File: config.mk
export PLATFORM = sky130hd
export DESIGN_NAME = wdt_cfgport
export DESIGN_NICKNAME = d
export VERILOG_FILES = /design/src/rtl/wdt_cfg_pkg.sv /design/src/rtl/wdt_key_fsm.sv /design/src/rtl/wdt_regfile.sv /design/src/rtl/wdt_countdown.sv /design/src/rtl/wdt_cfgport.sv
export SDC_FILE = /design/constraint.sdc
export NUM_CORES = 1
export LEC_CHECK = 0
export BUFFER_PORTS_ARGS = -buffer_cell sky130_fd_sc_hd__buf_2
export CELL_PAD_IN_SITES_DETAIL_PLACEMENT = 0
export CELL_PAD_IN_SITES_GLOBAL_PLACEMENT = 1
export CORE_ASPECT_RATIO = 1.4
export CORE_MARGIN = 4
export CORE_UTILIZATION = 40
export CTS_CLUSTER_SIZE = 8
export DETAILED_ROUTE_END_ITERATION = 10
export PLACE_DENSITY_LB_ADDON = 0.1
export SYNTH_ARGS = -nofsm -noshare
export SYNTH_HDL_FRONTEND = slang
export SYNTH_HIERARCHICAL = 1
export SYNTH_SLANG_ARGS = --single-unit
File: constraint.sdc
create_clock -name clk -period 4.19 [get_ports clk]
set_input_delay 1.257 -clock clk [delete_from_list [all_inputs] [get_ports clk]]
set_output_delay 1.257 -clock clk [all_outputs]
set_load 0.02 [all_outputs]
File: src/rtl/wdt_cfg_pkg.sv
package wdt_cfg_pkg;
   typedef enum logic [1:0] {
      LK_SHUT = 2'd0,
      LK_HALF = 2'd1,
      LK_OPEN = 2'd2
   } lock_e;

   localparam int unsigned BYTE_W = 8;

   localparam logic [7:0] KEY_OPEN = 8'h87;
   localparam logic [7:0] KEY_SHUT = 8'hAA;
   localparam logic [7:0] IX_PAGE  = 8'h07;
   localparam logic [7:0] PAGE_WD  = 8'h08;
   localparam logic [7:0] IX_ENA   = 8'h30;
   localparam logic [7:0] IX_UNIT  = 8'hF5;
   localparam logic [7:0] IX_CNT   = 8'hF6;
   localparam logic [7:0] IX_SRC   = 8'hF7;

   localparam int unsigned BIT_ENA  = 0;
   localparam int unsigned BIT_MIN  = 3;
   localparam int unsigned BIT_KBD  = 6;
   localparam int unsigned BIT_MS   = 7;
endpackage

File: src/rtl/wdt_key_fsm.sv
module wdt_key_fsm
   import wdt_cfg_pkg::*;
(
   input  logic              clk,
   input  logic              rst_n,
   input  logic              idx_wr,
   input  logic [BYTE_W-1:0] wdata,
   output logic              is_open
);
   lock_e st;

   always_ff @(posedge clk) begin
      if (!rst_n) begin
         st <= LK_SHUT;
      end else if (idx_wr) begin
         case (st)
            LK_SHUT: st <= (wdata == KEY_OPEN) ? LK_HALF : LK_SHUT;
            LK_HALF: st <= (wdata == KEY_OPEN) ? LK_OPEN : LK_SHUT;
            default: st <= (wdata == KEY_SHUT) ? LK_SHUT : LK_OPEN;
         endcase
      end
   end

   assign is_open = (st == LK_OPEN);
endmodule

File: src/rtl/wdt_regfile.sv
module wdt_regfile
   import wdt_cfg_pkg::*;
#(
   parameter bit DEF_ENABLE  = 1'b0,
   parameter bit DEF_MINUTES = 1'b1
) (
   input  logic              clk,
   input  logic              rst_n,
   input  logic              is_open,
   input  logic              idx_wr,
   input  logic              data_wr,
   input  logic [BYTE_W-1:0] wdata,
   input  logic [BYTE_W-1:0] cnt_val,
   output logic [BYTE_W-1:0] rdata,
   output logic              ena,
   output logic              minutes,
   output logic              kbd_src,
   output logic              ms_src,
   output logic              cnt_load
);
   logic [BYTE_W-1:0] index_q, page_q, ena_q, unit_q, src_q;
   logic              page_hit;

   assign page_hit = (page_q == PAGE_WD);

   always_ff @(posedge clk) begin
      if (!rst_n) begin
         index_q <= '0;
         page_q  <= '0;
         ena_q   <= {{(BYTE_W-1){1'b0}}, DEF_ENABLE};
         unit_q  <= DEF_MINUTES ? (BYTE_W'(1) << BIT_MIN) : '0;
         src_q   <= '0;
      end else begin
         if (idx_wr && is_open) begin
            if (wdata == KEY_SHUT) page_q <= '0;
            else                   index_q <= wdata;
         end
         if (data_wr && is_open) begin
            if (index_q == IX_PAGE) begin
               page_q <= wdata;
            end else if (page_hit) begin
               case (index_q)
                  IX_ENA:  ena_q  <= wdata;
                  IX_UNIT: unit_q <= wdata;
                  IX_SRC:  src_q  <= wdata;
                  default: ;
               endcase
            end
         end
      end
   end

   assign cnt_load = data_wr && is_open && page_hit && (index_q == IX_CNT);
   assign ena      = ena_q[BIT_ENA];
   assign minutes  = unit_q[BIT_MIN];
   assign kbd_src  = src_q[BIT_KBD];
   assign ms_src   = src_q[BIT_MS];

   always_comb begin
      rdata = '0;
      if (!is_open) begin
         rdata = '1;
      end else if (index_q == IX_PAGE) begin
         rdata = page_q;
      end else if (page_hit) begin
         case (index_q)
            IX_ENA:  rdata = ena_q;
            IX_UNIT: rdata = unit_q;
            IX_CNT:  rdata = cnt_val;
            IX_SRC:  rdata = src_q;
            default: rdata = '0;
         endcase
      end
   end
endmodule

File: src/rtl/wdt_countdown.sv
module wdt_countdown #(
   parameter int unsigned CW            = 8,
   parameter int unsigned TICKS_PER_MIN = 60,
   parameter int unsigned DEF_COUNT     = 5
) (
   input  logic          clk,
   input  logic          rst_n,
   input  logic          ena,
   input  logic          minutes,
   input  logic          load,
   input  logic [CW-1:0] ld_val,
   input  logic          kbd_src,
   input  logic          ms_src,
   input  logic          kbd_irq,
   input  logic          ms_irq,
   input  logic          tick,
   output logic [CW-1:0] cnt,
   output logic          step,
   output logic          expired
);
   localparam int unsigned PW = (TICKS_PER_MIN > 1) ? $clog2(TICKS_PER_MIN) : 1;

   logic          act;
   logic [CW-1:0] rl_q;

   assign act = ena && ((kbd_src && kbd_irq) || (ms_src && ms_irq));

   generate
      if (TICKS_PER_MIN > 1) begin : g_pre
         logic [PW-1:0] pre_q;
         logic          pre_end;
         assign pre_end = (pre_q == PW'(TICKS_PER_MIN - 1));
         always_ff @(posedge clk) begin
            if (!rst_n)                      pre_q <= '0;
            else if (load || act)            pre_q <= '0;
            else if (ena && minutes && tick) pre_q <= pre_end ? '0 : pre_q + 1'b1;
         end
         assign step = tick && (!minutes || pre_end);
      end else begin : g_nopre
         assign step = tick;
      end
   endgenerate

   always_ff @(posedge clk) begin
      if (!rst_n) begin
         cnt     <= CW'(DEF_COUNT);
         rl_q    <= CW'(DEF_COUNT);
         expired <= 1'b0;
      end else if (load) begin
         cnt     <= ld_val;
         rl_q    <= ld_val;
         expired <= 1'b0;
      end else if (!ena) begin
         expired <= 1'b0;
      end else if (act) begin
         cnt     <= rl_q;
         expired <= 1'b0;
      end else if (step && (cnt != '0)) begin
         cnt <= cnt - 1'b1;
         if (cnt == CW'(1)) expired <= 1'b1;
      end
   end
endmodule

File: src/rtl/wdt_cfgport.sv
module wdt_cfgport
   import wdt_cfg_pkg::*;
#(
   parameter int unsigned TICKS_PER_MIN = 60,
   parameter int unsigned DEF_COUNT     = 5,
   parameter bit          DEF_MINUTES   = 1'b1,
   parameter bit          DEF_ENABLE    = 1'b0
) (
   input  logic       clk,
   input  logic       rst_n,
   input  logic       idx_wr,
   input  logic       data_wr,
   input  logic [7:0] wdata,
   output logic [7:0] rdata,
   input  logic       tick,
   input  logic       kbd_irq,
   input  logic       mouse_irq,
   output logic       rst_req
);
   localparam int unsigned CW = BYTE_W;

   generate
      if (TICKS_PER_MIN < 1 || TICKS_PER_MIN > 65535) begin : g_bad_tpm
         $error("TICKS_PER_MIN out of range");
      end
      if (DEF_COUNT >= (1 << CW)) begin : g_bad_def
         $error("DEF_COUNT does not fit the counter");
      end
   endgenerate

   logic          open_w, ena_w, min_w, kbd_src_w, ms_src_w, load_w, step_w;
   logic [CW-1:0] cnt_w;

   wdt_key_fsm u_key (
      .clk     (clk),
      .rst_n   (rst_n),
      .idx_wr  (idx_wr),
      .wdata   (wdata),
      .is_open (open_w)
   );

   wdt_regfile #(
      .DEF_ENABLE  (DEF_ENABLE),
      .DEF_MINUTES (DEF_MINUTES)
   ) u_regs (
      .clk      (clk),
      .rst_n    (rst_n),
      .is_open  (open_w),
      .idx_wr   (idx_wr),
      .data_wr  (data_wr),
      .wdata    (wdata),
      .cnt_val  (cnt_w),
      .rdata    (rdata),
      .ena      (ena_w),
      .minutes  (min_w),
      .kbd_src  (kbd_src_w),
      .ms_src   (ms_src_w),
      .cnt_load (load_w)
   );

   wdt_countdown #(
      .CW            (CW),
      .TICKS_PER_MIN (TICKS_PER_MIN),
      .DEF_COUNT     (DEF_COUNT)
   ) u_cnt (
      .clk     (clk),
      .rst_n   (rst_n),
      .ena     (ena_w),
      .minutes (min_w),
      .load    (load_w),
      .ld_val  (wdata),
      .kbd_src (kbd_src_w),
      .ms_src  (ms_src_w),
      .kbd_irq (kbd_irq),
      .ms_irq  (mouse_irq),
      .tick    (tick),
      .cnt     (cnt_w),
      .step    (step_w),
      .expired (rst_req)
   );
endmodule

==> reports/qor.yml <==
clocking:
  clkTransAtPathRegs_ps: 60
  cts-resized-gates: 0
  clock_sinks: 65
  root_buffer: "clkbuf_16"
  hold_buffers: 0
  clock_latency_ps: 330
  htreeDepth: 3
  post_cts_buffers: 0
  cts_buffer_depth: 2
  cts_tree: "done"
  cts_made_buffers: 9
detailed_routing:
  vias_per_cell: 5.733
  drt-wirelength-per-cell_um: 18.59
  drt_iter0_markers: 114
  ant_nets: 0
  totalWireLength_mm: 9.609
  dr.pass1.iters: 4
  num_vias: 2964
  drc: 0
logic_synthesis:
  async_reset_ff_share_pct: 0
  yosys_warnings: 6
  synth-edff-count: 0
  synth_common_cells: "dfxtp_1, nand2_1, mux2i_1, nand3_1, nor2_1"
  synth_nets: 409
  ys_seq_area_share_pct: 37.75
  syn_inst: 391
  synth.distinct_cells: 62
  synthTopCellsByArea: "dfxtp_1, mux2i_1, nand2_1"
  synth-seq-cells: 65
  synth_area_um2: 3447
  yosysMostFrequentCell: "dfxtp_1"
  synthFlopType: "dfxtp_1"
  synth_area_per_cell_um2: 8.816
  yosysTopAreaCellShare_pct: 37.75
  yosys.area.top_type: "dfxtp_1"
global_routing:
  use_met3_pct: 3.641
  grt_use_met2_pct: 33.19
  grt_pass1_vias: 2974
  use_met1_pct: 23.06
  grt.overflow.total: 0
  grt_max_degree: 42
  antenna_found_initial: 0
  grt-busiest-layer: "met2"
  grtUsageTotal_pct: 19.57
  grt_pass1_wl_mm: 15.43
floorplanning:
  die_y_um: 117.8
  rows: 39
  core-area_um2: 8295
  dieArea_um2: 10190
  io_pins: 24
  die_w_um: 86.46
  start_util_pct: 41.55
power_and_ir_drop:
  power_mw: 1.395
  ir_drop_uv: 269.3
  powerDensity_nw_per_um2: 355.1
  leakagePower_nw: 1.372
worst_setup_path:
  path_cells: "and3b_1 -> and3_1 -> or4_4 -> o211ai_2 -> buf_2"
  r2r_slack_ps: 1640
  end_kind: "primary output"
  required_ps: 2930
  crit_arrival_ps: 2410
  reg2reg_to: "u_cnt/cnt[0]$_SDFFE_PN1P_"
  start_kind: "register"
  worstSetupPathType: "register to primary output"
  cp_max_fo: 9
  slowest_delay_ps: 640
  crit_buf_inv: 1
  path_delay_family: "simple AND/OR/NAND/NOR gates"
  cp_slowest_cell: "or4_4"
  reg2reg_from: "u_regs/index_q[1]$_SDFFE_PN0P_"
  r2r_cells: 8
sta:
  finClkSkew_ps: 7.498
  report.final.slew_viol_count: 0
  slew_headroom_pct: 46.53
  fmax_ghz: 0.2724
  post-route-period-util_pct: 87.63
  hold_violations: 0
  rsz0062_at_grt: "no"
  final-setup-viol-count: 0
  fin_crit_ps: 3672
  tns_ps: 0
  hold_ws_ps: 447.2
  worst_pin_slew_ps: 792.0
worst_hold_path:
  hold_start: "u_cnt/rl_q[0]$_SDFFE_PN1P_"
  hold_depth: 2
  hold_path_end: "u_cnt/rl_q[0]$_SDFFE_PN1P_"
  hp-class: "register to register"
cells_and_area:
  area_delta_synth_final_pct: 13.97
  drive_above_1_share_pct: 16.39
  layout.nets: 428
  antenna_cells: 0
placed_design:
  portBuffers: 23
  place_congestion: 0.8631
  post-dp-hpwl_mm: 6.950
run:
  max_cap_viol_count: 0
run_status:
  status: "finished clean"
## placed cells by master (no fill, tap or decap), drive strengths merged, types with 4 or more instances in the layout
cell | netlist | layout
dfxtp | 65 | 65
nand2 | 59 | 59
buf | 7 | 29
mux2i | 28 | 28
nand3 | 25 | 25
nor2 | 22 | 22
a21oi | 21 | 21
o21ai | 17 | 17
clkbuf | 14 | 13
a22oi | 12 | 12
o211ai | 10 | 10
a21boi | 10 | 10
mux2 | 8 | 8
a2bb2oi | 8 | 8
xnor2 | 7 | 7
inv | 7 | 7
nor2b | 6 | 6
nand4 | 5 | 5
nor3 | 5 | 5
and3 | 4 | 4
## stage by stage
stage | utilization [%] | cell area (um^2) | setup slack [ps] | std cells
after floorplan | - | 3447 | 966.7 | 391
after global placement | 43.86 | 3638 | 932.7 | 501
after detailed placement | 43.86 | 3638 | 873.1 | 501
after CTS | 47.36 | 3929 | 510.2 | 517
after global routing | 47.36 | 3929 | 400.4 | 517
final | 47.36 | 3929 | 518.3 | 517
## final cells by class
type | count | area (um^2)
clock buffers | 13 | 250.2
clock inverters | 3 | 40.04
fillers | 857 | 4367
inverters | 8 | 30.03
multi-input cells | 297 | 2019
flip-flops and latches | 65 | 1301
well taps | 102 | 127.6
repair buffers | 29 | 160.2
## report_power, final
group	switching, mW	internal, mW	leakage (nW)
clock	0.261	0.475	0.144
combinational	0.0299	0.0111	0.705
sequential	0.0000135	0.619	0.523
total	0.290	1.10	1.37
## flip-flops by register name, summed over array words and instances, names as in the netlist
register / cells
u_cnt/cnt: 8
u_cnt/rl_q: 8
u_regs/ena_q: 8
u_regs/index_q: 8
u_regs/page_q: 8
u_regs/src_q: 8
u_regs/unit_q: 8
u_cnt/g_pre.pre_q: 6
u_key/st: 2
u_cnt/expired: 1
## cell families (layout without fill, tap and decap cells)
| family | Yosys count | in the layout | share of synthesized area (%) |
|---|---|---|---|
| simple gates | 155 | 155 | 23.85 |
| compound gates | 93 | 93 | 20.18 |
| flops | 65 | 65 | 37.75 |
| mux | 36 | 36 | 10.74 |
| buf+inv | 29 | 53 | 3.847 |
| xor+xnor | 10 | 10 | 2.541 |
| fa+ha+maj | 3 | 3 | 1.089 |
## metal layers
metal	wire [um]	share of wire, %
met3	469	4.9
met5	0	0
met1	3967	41
met4	247	2.6
met2	4925	51
## worst reg2reg max path, cell delays in order (launching register included)
cell and delay [ps]:
dfxtp_1 510, and3b_1 380, or2b_1 270, nor4b_2 460, buf_4 320, inv_1 150
nand2_1 110, o21ai_0 80, a21o_1 170
## how the worst max path moves through the flow
| stage | startpoint | endpoint | slack, ps | cells past startpoint |
|---|---|---|---|---|
| final | u_regs/index_q[3]$_SDFFE_PN0P_ | rdata[2] | 520 | 5 |
| after CTS | u_regs/index_q[3]$_SDFFE_PN0P_ | rdata[0] | 510 | 5 |
| after global placement | u_regs/index_q[3]$_SDFFE_PN0P_ | rdata[2] | 930 | 5 |
| after detailed placement | u_regs/index_q[3]$_SDFFE_PN0P_ | rdata[0] | 870 | 5 |
| after global routing | u_regs/index_q[3]$_SDFFE_PN0P_ | rdata[0] | 400 | 5 |
| after floorplan | u_regs/index_q[1]$_SDFFE_PN0P_ | rdata[0] | 970 | 8 |
No activity file was read; power rests on OpenSTA's default activity.
